<file path="config.mk">
export PLATFORM = sky130hd
export DESIGN_NAME = sflash_cmd_frontend
export DESIGN_NICKNAME = d
export VERILOG_FILES = /design/src/rtl/sfe_pkg.sv /design/src/rtl/sfe_sync.sv /design/src/rtl/sfe_op_decode.sv /design/src/rtl/sfe_read_path.sv /design/src/rtl/sflash_cmd_frontend.sv
export SDC_FILE = /design/constraint.sdc
export NUM_CORES = 1
export LEC_CHECK = 0
export ABC_AREA = 1
export BUFFER_PORTS_ARGS = -buffer_cell sky130_fd_sc_hd__clkbuf_2
export CAP_MARGIN = 20
export CORE_ASPECT_RATIO = 0.5
export CORE_MARGIN = 2
export CORE_UTILIZATION = 35
export CTS_CLUSTER_SIZE = 10
export DETAILED_ROUTE_END_ITERATION = 6
export MAX_ROUTING_LAYER = met4
export PLACE_DENSITY_LB_ADDON = 0.15
export SYNTH_ARGS = -nofsm -noshare
export SYNTH_HDL_FRONTEND = slang
export SYNTH_SLANG_ARGS = --single-unit
export TNS_END_PERCENT = 100
</file>
<file path="constraint.sdc">
create_clock -name clk -period 4.4 [get_ports clk]
set_input_delay 0.66 -clock clk [delete_from_list [all_inputs] [get_ports clk]]
set_output_delay 0.66 -clock clk [all_outputs]
set_load 0.02 [all_outputs]
</file>
<file path="src/rtl/sfe_pkg.sv">
package sfe_pkg;

    typedef enum logic [4:0] {
        CMD_NONE      = 5'd0,
        CMD_RD_FAST   = 5'd1,
        CMD_RD_SLOW   = 5'd2,
        CMD_ERASE_4K  = 5'd3,
        CMD_ERASE_32K = 5'd4,
        CMD_ERASE_64K = 5'd5,
        CMD_PROGRAM   = 5'd6,
        CMD_SECT_LOCK = 5'd7,
        CMD_SECT_FREE = 5'd8,
        CMD_SECT_QRY  = 5'd9,
        CMD_WR_ARM    = 5'd10,
        CMD_WR_DISARM = 5'd11,
        CMD_ERASE_ALL = 5'd12,
        CMD_STAT_RD   = 5'd13,
        CMD_STAT_WR   = 5'd14,
        CMD_ID_RD     = 5'd15,
        CMD_SLEEP     = 5'd16
    } cmd_e;

    typedef enum logic [2:0] {
        PH_IDLE,
        PH_OPC,
        PH_ADDR,
        PH_DUMMY,
        PH_DATA,
        PH_READ,
        PH_IGNORE
    } phase_e;

    typedef struct packed {
        logic       known;
        cmd_e       cmd;
        logic [1:0] addr_bytes;
        logic       dummy;
        logic       array_read;
    } op_info_t;

endpackage

</file>
<file path="src/rtl/sfe_sync.sv">
module sfe_sync #(
    parameter int W = 3,
    parameter int STAGES = 2,
    parameter logic [W-1:0] RST_VAL = '0
) (
    input  logic         clk,
    input  logic         rst_n,
    input  logic [W-1:0] d,
    output logic [W-1:0] q
);
    logic [W-1:0] chain_q [STAGES];

    generate
        for (genvar s = 0; s < STAGES; s++) begin : g_stage
            always_ff @(posedge clk or negedge rst_n) begin
                if (!rst_n) begin
                    chain_q[s] <= RST_VAL;
                end else if (s == 0) begin
                    chain_q[s] <= d;
                end else begin
                    chain_q[s] <= chain_q[(s > 0) ? s - 1 : 0];
                end
            end
        end
    endgenerate

    assign q = chain_q[STAGES-1];
endmodule

</file>
<file path="src/rtl/sfe_op_decode.sv">
module sfe_op_decode
    import sfe_pkg::*;
(
    input  logic [7:0] opcode,
    output op_info_t   info
);
    always_comb begin
        info            = '0;
        info.known      = 1'b1;
        info.cmd        = CMD_NONE;
        info.addr_bytes = 2'd0;
        info.dummy      = 1'b0;
        info.array_read = 1'b0;
        case (opcode)
            8'h0B: begin info.cmd = CMD_RD_FAST;   info.addr_bytes = 2'd3; info.dummy = 1'b1; info.array_read = 1'b1; end
            8'h03: begin info.cmd = CMD_RD_SLOW;   info.addr_bytes = 2'd3; info.array_read = 1'b1; end
            8'h20: begin info.cmd = CMD_ERASE_4K;  info.addr_bytes = 2'd3; end
            8'h52: begin info.cmd = CMD_ERASE_32K; info.addr_bytes = 2'd3; end
            8'hD8: begin info.cmd = CMD_ERASE_64K; info.addr_bytes = 2'd3; end
            8'h02: begin info.cmd = CMD_PROGRAM;   info.addr_bytes = 2'd3; end
            8'h36: begin info.cmd = CMD_SECT_LOCK; info.addr_bytes = 2'd3; end
            8'h39: begin info.cmd = CMD_SECT_FREE; info.addr_bytes = 2'd3; end
            8'h3C: begin info.cmd = CMD_SECT_QRY;  info.addr_bytes = 2'd3; end
            8'h06: info.cmd = CMD_WR_ARM;
            8'h04: info.cmd = CMD_WR_DISARM;
            8'h60, 8'hC7: info.cmd = CMD_ERASE_ALL;
            8'h05: info.cmd = CMD_STAT_RD;
            8'h01: info.cmd = CMD_STAT_WR;
            8'h9F: info.cmd = CMD_ID_RD;
            8'hB9: info.cmd = CMD_SLEEP;
            default: info.known = 1'b0;
        endcase
    end
endmodule

</file>
<file path="src/rtl/sfe_read_path.sv">
module sfe_read_path #(
    parameter int ARR_AW = 22
) (
    input  logic              clk,
    input  logic              rst_n,
    input  logic              clear,
    input  logic              start,
    input  logic [ARR_AW-1:0] start_addr,
    input  logic              active,
    input  logic              sck_fall,
    output logic              mem_rd_en,
    output logic [ARR_AW-1:0] mem_addr,
    input  logic [7:0]        mem_rdata,
    output logic              so,
    output logic              so_oe
);
    typedef struct packed {
        logic [ARR_AW-1:0] next_addr;
        logic              rd;
        logic [ARR_AW-1:0] addr;
        logic              load;
        logic [7:0]        shreg;
        logic [2:0]        bit_cnt;
        logic              so;
        logic              oe;
    } rp_state_t;

    rp_state_t rp_q, rp_d;

    always_comb begin
        rp_d      = rp_q;
        rp_d.rd   = 1'b0;
        rp_d.load = rp_q.rd;
        if (clear) begin
            rp_d.oe      = 1'b0;
            rp_d.load    = 1'b0;
            rp_d.bit_cnt = 3'd0;
        end else begin
            if (start) begin
                rp_d.rd        = 1'b1;
                rp_d.addr      = start_addr;
                rp_d.next_addr = start_addr + 1'b1;
                rp_d.bit_cnt   = 3'd0;
            end
            if (rp_q.load) begin
                rp_d.shreg = mem_rdata;
            end else if (active && sck_fall) begin
                rp_d.so      = rp_q.shreg[7];
                rp_d.shreg   = {rp_q.shreg[6:0], 1'b0};
                rp_d.oe      = 1'b1;
                rp_d.bit_cnt = rp_q.bit_cnt + 1'b1;
                if (rp_q.bit_cnt == 3'd7) begin
                    rp_d.rd        = 1'b1;
                    rp_d.addr      = rp_q.next_addr;
                    rp_d.next_addr = rp_q.next_addr + 1'b1;
                end
            end
        end
    end

    always_ff @(posedge clk or negedge rst_n) begin
        if (!rst_n) rp_q <= '0;
        else        rp_q <= rp_d;
    end

    assign mem_rd_en = rp_q.rd;
    assign mem_addr  = rp_q.addr;
    assign so        = rp_q.so;
    assign so_oe     = rp_q.oe;
endmodule

</file>
<file path="src/rtl/sflash_cmd_frontend.sv">
module sflash_cmd_frontend
    import sfe_pkg::*;
#(
    parameter int ARR_AW = 22,
    parameter int SYNC_STAGES = 2
) (
    input  logic              clk,
    input  logic              rst_n,
    input  logic              spi_sck,
    input  logic              spi_cs_n,
    input  logic              spi_si,
    output logic              spi_so,
    output logic              spi_so_oe,
    output logic              cmd_valid,
    output logic [4:0]        cmd_code,
    output logic [23:0]       cmd_addr,
    output logic              data_valid,
    output logic [7:0]        data_byte,
    output logic              frame_end,
    output logic              frame_aligned,
    output logic              frame_hdr_ok,
    output logic              mem_rd_en,
    output logic [ARR_AW-1:0] mem_addr,
    input  logic [7:0]        mem_rdata
);
    localparam int ADDR_W = 24;
    localparam int PAD_W  = ADDR_W - ARR_AW;

    typedef struct packed {
        phase_e            phase;
        logic [2:0]        bit_cnt;
        logic [7:0]        shreg;
        logic [1:0]        addr_left;
        logic [ARR_AW-1:0] addr;
        cmd_e              cmd;
        logic              dummy;
        logic              rd;
        logic              hdr_ok;
        logic              cmd_valid;
        logic              data_valid;
        logic [7:0]        data_byte;
        logic              end_pulse;
        logic              end_aligned;
        logic              end_hdr;
        logic              sck_p;
        logic              cs_p;
    } fe_state_t;

    fe_state_t         st_q, st_d;
    logic [2:0]        pins_s;
    logic              sck_s, cs_hi_s, si_s;
    logic              sck_rise, sck_fall, cs_rise, cs_fall;
    logic [7:0]        shift_in;
    logic              byte_done;
    op_info_t          dec;
    logic              rd_start;
    logic [ARR_AW-1:0] rd_addr0;
    logic              hdr_ok_w, ignore_w;

    sfe_sync #(.W(3), .STAGES(SYNC_STAGES), .RST_VAL(3'b010)) u_sync (
        .clk   (clk),
        .rst_n (rst_n),
        .d     ({spi_si, spi_cs_n, spi_sck}),
        .q     (pins_s)
    );

    assign sck_s    = pins_s[0];
    assign cs_hi_s  = pins_s[1];
    assign si_s     = pins_s[2];
    assign sck_rise = sck_s & ~st_q.sck_p;
    assign sck_fall = ~sck_s & st_q.sck_p;
    assign cs_rise  = cs_hi_s & ~st_q.cs_p;
    assign cs_fall  = ~cs_hi_s & st_q.cs_p;
    assign shift_in = {st_q.shreg[6:0], si_s};
    assign byte_done = (st_q.bit_cnt == 3'd7);

    sfe_op_decode u_dec (
        .opcode (shift_in),
        .info   (dec)
    );

    always_comb begin
        st_d            = st_q;
        st_d.cmd_valid  = 1'b0;
        st_d.data_valid = 1'b0;
        st_d.end_pulse  = 1'b0;
        st_d.sck_p      = sck_s;
        st_d.cs_p       = cs_hi_s;
        rd_start        = 1'b0;
        rd_addr0        = st_q.addr;
        if (cs_rise) begin
            st_d.end_pulse   = 1'b1;
            st_d.end_aligned = (st_q.bit_cnt == 3'd0);
            st_d.end_hdr     = st_q.hdr_ok;
            st_d.phase       = PH_IDLE;
        end else if (cs_fall) begin
            st_d.phase   = PH_OPC;
            st_d.bit_cnt = 3'd0;
            st_d.shreg   = 8'h00;
            st_d.addr    = '0;
            st_d.cmd     = CMD_NONE;
            st_d.hdr_ok  = 1'b0;
        end else if (!cs_hi_s && sck_rise && st_q.phase != PH_IDLE) begin
            st_d.shreg   = shift_in;
            st_d.bit_cnt = st_q.bit_cnt + 1'b1;
            if (byte_done) begin
                case (st_q.phase)
                    PH_OPC: begin
                        if (!dec.known) begin
                            st_d.phase = PH_IGNORE;
                        end else begin
                            st_d.cmd   = dec.cmd;
                            st_d.dummy = dec.dummy;
                            st_d.rd    = dec.array_read;
                            if (dec.addr_bytes != 2'd0) begin
                                st_d.phase     = PH_ADDR;
                                st_d.addr_left = dec.addr_bytes;
                            end else begin
                                st_d.hdr_ok    = 1'b1;
                                st_d.cmd_valid = 1'b1;
                                st_d.phase     = PH_DATA;
                            end
                        end
                    end
                    PH_ADDR: begin
                        st_d.addr      = {st_q.addr[ARR_AW-9:0], shift_in};
                        st_d.addr_left = st_q.addr_left - 1'b1;
                        if (st_q.addr_left == 2'd1) begin
                            st_d.hdr_ok    = 1'b1;
                            st_d.cmd_valid = 1'b1;
                            if (st_q.dummy) begin
                                st_d.phase = PH_DUMMY;
                            end else if (st_q.rd) begin
                                st_d.phase = PH_READ;
                                rd_start   = 1'b1;
                                rd_addr0   = {st_q.addr[ARR_AW-9:0], shift_in};
                            end else begin
                                st_d.phase = PH_DATA;
                            end
                        end
                    end
                    PH_DUMMY: begin
                        st_d.phase = PH_READ;
                        rd_start   = 1'b1;
                        rd_addr0   = st_q.addr;
                    end
                    PH_DATA: begin
                        st_d.data_valid = 1'b1;
                        st_d.data_byte  = shift_in;
                    end
                    default: ;
                endcase
            end
        end
    end

    always_ff @(posedge clk or negedge rst_n) begin
        if (!rst_n) begin
            st_q      <= '0;
            st_q.cs_p <= 1'b1;
        end else begin
            st_q <= st_d;
        end
    end

    sfe_read_path #(.ARR_AW(ARR_AW)) u_rd (
        .clk        (clk),
        .rst_n      (rst_n),
        .clear      (cs_hi_s),
        .start      (rd_start),
        .start_addr (rd_addr0),
        .active     (st_q.phase == PH_READ),
        .sck_fall   (sck_fall),
        .mem_rd_en  (mem_rd_en),
        .mem_addr   (mem_addr),
        .mem_rdata  (mem_rdata),
        .so         (spi_so),
        .so_oe      (spi_so_oe)
    );

    assign hdr_ok_w      = st_q.hdr_ok;
    assign ignore_w      = (st_q.phase == PH_IGNORE);
    assign cmd_valid     = st_q.cmd_valid;
    assign cmd_code      = st_q.cmd;
    assign cmd_addr      = {{PAD_W{1'b0}}, st_q.addr};
    assign data_valid    = st_q.data_valid;
    assign data_byte     = st_q.data_byte;
    assign frame_end     = st_q.end_pulse;
    assign frame_aligned = st_q.end_aligned;
    assign frame_hdr_ok  = st_q.end_hdr;
endmodule

</file>
# After elaboration in Yosys (flattened, before gate mapping)
# Index checks and enable logic that the tools add are counted.
# W data, S select, Z words.
[totals]
regBits = 125
[op_classes]
addsub = 5
eq_ne = 32
mux = 59
n_bitwise = 11
n_reduce_logical = 34
[ops]
columns = ["operator", "count"]
rows = [
  ["$mux W22", 9],
  ["$mux W45", 4],
  ["$pmux W5 S16", 1],
  ["$mux W56", 1],
  ["$add A22 B1 Y22 const B", 2],
  ["$mux W42", 1],
  ["$eq A8 B6 Y1 const B", 4],
  ["$eq A8 B8 Y1 const B", 4],
  ["$mux W27", 1],
  ["$mux W3", 9],
  ["$eq A8 B3 Y1 const B", 3],
  ["$mux W23", 1],
  ["$mux W10", 2],
  ["$mux W9", 2],
  ["$reduce_bool A2 Y1", 9],
  ["$reduce_or A17 Y1", 1],
  ["$eq A8 B2 Y1 const B", 2],
  ["$eq A8 B7 Y1 const B", 2],
  ["$mux W1", 14],
  ["$mux W14", 1],
  ["$reduce_and A7 Y1", 2],
  ["$mux W13", 1],
  ["$eq A3 B3 Y1 const B", 4],
  ["$reduce_bool A3 Y1", 4],
  ["other kinds (30)", 57],
]

# Depth between registers and ports, before layout
[logic_depth]
ltp_word = 14
ltp_mapped = 22

# Modules after synthesis
# From an unflattened synthesis, not the netlist that was laid out.
[unflattened]
hier_cells = 1221
hier_area_um2 = 8572.0
[modules_own_cells]
columns = ["mod", "instances", "cells_each", "area_per_inst_um2", "seq_area_each_um2"]
rows = [
  ["sfe_read_path", 1, 655, 4404.2, 1476.4],
  ["sflash_cmd_frontend", 1, 448, 3522.1, 1502.7],
  ["sfe_op_decode", 1, 109, 470.5, 0.0],
  ["sfe_sync", 1, 9, 175.2, 152.6],
]

# Least setup slack after synthesis
# No wires, ideal clock.
[synth_timing]
path_type = "reg-to-reg"
startpoint = "register u_sync.chain_q, in the netlist u_sync.q[1]"
endpoint = "register u_rd.rp_q[53] (netlist bit)"
setup_time_ns = 0.117
arrival_ns = 3.036
required_time_ns = 4.283
slack_ns = 1.246
path_stages_with_launch = 20
n_path_buf = 4
period_less_slack_ns = 3.154
path_cell_list = "dfstp_2 -> inv_2 -> clkbuf_1 -> clkbuf_1 -> ha_1 -> buf_2 -> nor2_8 -> nand4_4 -> buf_6 -> o21ai_2 -> ha_1 -> nand2_2 -> nor2_4 -> nand2_4 -> nor2_8 -> nand3_4 -> nor2_4 -> nand3b_1 -> nand3_1 -> nand2_1"
[synth_via]
elab_chain_len = 11
elab_cells_between_ends = 17
[synth_rtl]
columns = ["item", "line", "rtl"]
rows = [
  ["start: declaration", "sfe_sync.sv:11", "logic [W-1:0] chain_q [STAGES];"],
  ["start signal: indexed assignment", "sfe_sync.sv:21", "chain_q[s] <= chain_q[(s > 0) ? s - 1 : 0];"],
  ["$logic_not A1 Y1", "sflash_cmd_frontend.sv:103", "end else if (!cs_hi_s && sck_rise && st_q.phase != PH_IDLE) begin"],
  ["$logic_and A1 B1 Y1 (2 in series)", "sflash_cmd_frontend.sv:103", ""],
  ["$mux W22", "sflash_cmd_frontend.sv:103", ""],
  ["$mux W22", "sflash_cmd_frontend.sv:96", "end else if (cs_fall) begin"],
  ["$mux W22", "sflash_cmd_frontend.sv:91", "if (cs_rise) begin"],
  ["$add A22 B1 Y22", "sfe_read_path.sv:42", "rp_d.next_addr = start_addr + 1'b1;"],
  ["$mux W45", "sfe_read_path.sv:39", "if (start) begin"],
  ["$mux W45", "sfe_read_path.sv:52", "if (rp_q.bit_cnt == 3'd7) begin"],
  ["$mux W45", "sfe_read_path.sv:47", "end else if (active && sck_fall) begin"],
  ["$mux W45", "sfe_read_path.sv:45", "if (rp_q.load) begin"],
  ["end signal: assignment", "sfe_read_path.sv:63", "else rp_q <= rp_d;"],
  ["end: declaration", "sfe_read_path.sv:28", "rp_state_t rp_q, rp_d;"],
]
# Several ways; a longest one is shown, not always the timed one.
# A chain may end at the register's enable or synchronous reset.

# Final worst setup path
[layout_timing]
startpoint = "register st_q[60] (netlist bit)"
endpoint = "register u_rd.rp_q[45] (netlist bit)"
[layout_via]
elab_chain_len = 11
elab_cells_between_ends = 21
[layout_rtl]
columns = ["item", "line", "rtl"]
rows = [
  ["start: declaration", "sflash_cmd_frontend.sv:49", "fe_state_t st_q, st_d;"],
  ["start signal: assignment", "sflash_cmd_frontend.sv:162", "st_q <= st_d;"],
  ["$eq A3 B2 Y1", "sflash_cmd_frontend.sv:107", "case (st_q.phase)"],
  ["$mux W22", "sflash_cmd_frontend.sv:107", ""],
  ["$mux W22", "sflash_cmd_frontend.sv:106", "if (byte_done) begin"],
  ["$mux W22", "sflash_cmd_frontend.sv:103", ""],
  ["$mux W22", "sflash_cmd_frontend.sv:96", ""],
  ["$mux W22", "sflash_cmd_frontend.sv:91", ""],
  ["$add A22 B1 Y22", "sfe_read_path.sv:42", ""],
  ["$mux W45", "sfe_read_path.sv:39", ""],
  ["$mux W45", "sfe_read_path.sv:52", ""],
  ["$mux W45", "sfe_read_path.sv:47", ""],
  ["$mux W45 *", "sfe_read_path.sv:45", ""],
]
# Every way passes the cells marked *; elsewhere a longest branch is shown, timed or not.

==> results.sh <==
export IMPL_slew_headroom_pct=36.9
export IMPL_layout_common_cells="203 x nand2_1, 122 x dfrtp_1, 115 x nor2_1"
export IMPL_rows=39
export IMPL_port_buffers=77
export IMPL_syn_to_final_growth_pct=10.0
export IMPL_cts_tree="built"
export IMPL_postRouteAntennaNets=0
export IMPL_crit_path_max_incr_delay_ns=0.49
export IMPL_vias=7274
export IMPL_fin_worst_skew_ns=0.00741
export IMPL_root_buffer="clkbuf_16"
export IMPL_synth_flop_cell="dfrtp_1"
export IMPL_status="finished clean"
export IMPL_die_w_um=219
export IMPL_drt_first_pass_iters=5
export IMPL_r2r_slack_ns=1.06
export IMPL_dpl_hpwl_mm=17.5
export IMPL_nFillCells=2367
export IMPL_crit_top_cell="nand2_1"
export IMPL_fmaxAchievable_mhz=300
export IMPL_cts_hold_buffers_added=0
export IMPL_clk_pin_slew_worst_paths_ns=0.06
export IMPL_gp_congestion=0.906
export IMPL_grt_pass1_vias=6686
export IMPL_finalCritPeriodShare_pct=75.8
export IMPL_ys_warnings_count=0
export IMPL_multiInputGateArea_um2=3870
export IMPL_core_um2=22800
export IMPL_grt_remaining_overflow=0
export IMPL_ys_types=52
export IMPL_route_met3_wl_mm=1.23
export IMPL_dr_max_layer_used="met4"
export IMPL_cp_required_ns=4.70
export IMPL_min_path_type="in -> reg"
export IMPL_cts_buffers=17
export IMPL_p_per_area_nw_per_um2=303
export IMPL_cp_max_fo=23
export IMPL_syn_instance_count=1069
export IMPL_syn_cell_area_um2=8100
export IMPL_die_y_um=112
export IMPL_p_leak_nw=4.21
export IMPL_synth_async_sr_flop_share_pct=100
export IMPL_nNetsFinal=1103
export IMPL_antenna_found_initial=0
export IMPL_drive_above_1_share_pct=17.8
export IMPL_final_max_slew_viol_count=0
export IMPL_path_cells="inv_2 -> nand3_4 -> nor2_4 -> nand4_4 -> o21ai_2 -> ha_1 -> nand2_2 -> nor3_1 -> nand2_1 -> nand2_1 -> nand3_1 -> nand3_1 -> nand2_1 -> inv_1 -> o21ai_0"
export IMPL_dieArea_um2=24400
export IMPL_total_power_mw=2.70
export IMPL_synth_seq_cells=125
export IMPL_synth_edf_count=0
export IMPL_setup_viol=0
export IMPL_clockBufferDepth=2
export IMPL_crit_buf_inv=2
export IMPL_cts_setup_buffers=0
export IMPL_syn_avg_cell_area_um2=7.58
export IMPL_drt_iter0_drc=521
export IMPL_start_util_pct=35.5
export IMPL_tightestPinTransition_ns=0.947
export IMPL_routed_via_density=5.20
export IMPL_clkSinkCount=125
export IMPL_diodes=0
export IMPL_path_class="reg -> reg"
export IMPL_hold_ws_ns=0.320
export IMPL_clock_latency_ns=0.43
export IMPL_wl_met1_mm=12.5
export IMPL_final_common_cell="nand2_1"
export IMPL_seq_area_um2=3130
export IMPL_worstSetupEndpointType="flip-flop"
export IMPL_finalHoldViolCount=0
export IMPL_min_period_ns=3.34
export IMPL_cts_resized=0
export IMPL_drc=0
export IMPL_cp_slowest_cell="nor2_4"
export IMPL_ir_worst_vdd_mv=0.203
export IMPL_grt_pass1_wl_mm=38.1
export IMPL_h_tree_depth=4
export IMPL_worstPathArrival_ns=3.64
export IMPL_met2_wirelength_mm=9.98
export IMPL_wl_per_cell_um=17.1
export IMPL_io_pins=80
export IMPL_finalSetupTns_ns=0
export IMPL_postRouteWirelength_mm=24.0
export IMPL_grt_max_degree=101
export IMPL_rsz0062_at_grt="no"
export IMPL_crit_path_start_kind="flip-flop"
export IMPL_grt_usage_pct=20.9
export IMPL_path_delay_family="simple AND/OR/NAND/NOR gates"
export IMPL_yosysSeqAreaShare_pct=38.7
export IMPL_cap_viol_max_count=0
[power breakdown]
group          total [mW]  internal (mW)  switching (mW)  leakage [nW]
Clock                1.42          0.876           0.543         0.278
Combinational       0.112         0.0255          0.0863          2.26
Sequential           1.17           1.16         0.00846          1.67
[synthesized netlist by cell type (all sizes together), types with 2 or more instances]
cell type,count,area share [%]
a21oi,42,2.6
inv,120,5.6
ha,10,1.5
dfstp,3,0.97
a31oi,5,0.39
a211oi,5,0.46
o211ai,10,0.93
o22ai,16,1.2
o2111ai,5,0.62
nand3,92,6.8
clkinv,2,0.11
o21ai,103,6.6
nand3b,2,0.19
or2,3,0.23
xor2,5,0.54
o31ai,5,0.46
a221oi,2,0.22
clkbuf,21,0.97
o221ai,10,1.1
buf,76,7.0
and2,2,0.15
dfrtp,122,38
a22oi,3,0.28
nor2,137,8.2
o41ai,4,0.43
nor3,19,1.4
nand2,221,11
nand4,18,1.8
nor4,2,0.15
[worst register-to-register path, cell delays in order (launching register included)]
cell and delay (ns):
dfrtp_1 0.47, inv_2 0.17, nand3_4 0.15, nor2_4 0.49, nand4_4 0.45, o21ai_2 0.37
ha_1 0.26, nand2_2 0.10, nor3_1 0.21, nand2_1 0.07, nand2_1 0.06, nand3_1 0.15
nand3_1 0.11, nand2_1 0.05, inv_1 0.04, o21ai_0 0.06
[area by class of cell]
| cell class | instances | share of cell area (%) |
|---|---|---|
| clock buffer | 22 | 5.32 |
| clock inverter | 10 | 1.28 |
| inverter | 122 | 5.15 |
| multi-input combinational | 726 | 43.4 |
| sequential | 125 | 35.1 |
| tap | 307 | 4.31 |
| timing repair buffer | 88 | 5.39 |
[cell families after synthesis]
logic type                 synth area share [%]
and+or+nand+nor                            30.0
buffers and inverters                      13.7
AOI/OAI and AO/OA                          15.6
DFF                                        38.7
adders and majority gates                  1.54
xor gates and xnor gates                  0.541
other                                    0.0463
[state kept, by name, summed over array words and instances (netlist names)]
name and count:
shift_in 7, cmd_addr 22, frame_hdr_ok 1, u_rd.mem_rd_en 1, u_sync.q 3, st_q 12, u_rd.rp_q 34, data_byte 8
data_valid 1, frame_aligned 1, u_rd.so 1, u_sync.chain_q 3, hdr_ok_w 1, cmd_valid 1, cmd_code 5, frame_end 1
u_rd.so_oe 1, u_rd.mem_addr 22
[per-layer routing]
layer,vias to the layer above,GRT usage (%)
met5,-,-
met4,0,5.68
met3,22,3.80
met2,205,28.1
met1,3518,31.4
li1,3529,-
[final timing paths]
kind | to | cells past startpoint | start
max in group asynchronous | u_rd.mem_addr[7] | 2 | rst_n
worst max-delay path | u_rd.rp_q[45] | 15 | st_q[60]
worst min-delay path | u_sync.chain_q[4] | 1 | spi_cs_n
worst min register to register | u_sync.q[2] | 0 | u_sync.chain_q[5]
worst max register to register | u_rd.rp_q[45] | 15 | st_q[60]
min in group asynchronous | cmd_addr[13] | 1 | rst_n
[per-stage QoR]
step	area (um^2)	setup slack, ns	utilization (%)	std cells
final	8910	1.06	39.1	1400
after global routing	8910	0.737	39.1	1400
after CTS	8900	1.10	39.0	1399
after detailed placement	8310	1.11	36.5	1367
after global placement	8310	1.20	36.5	1367
after floorplan	8100	1.25	-	1070
No activity file was read; power rests on OpenSTA's default activity.
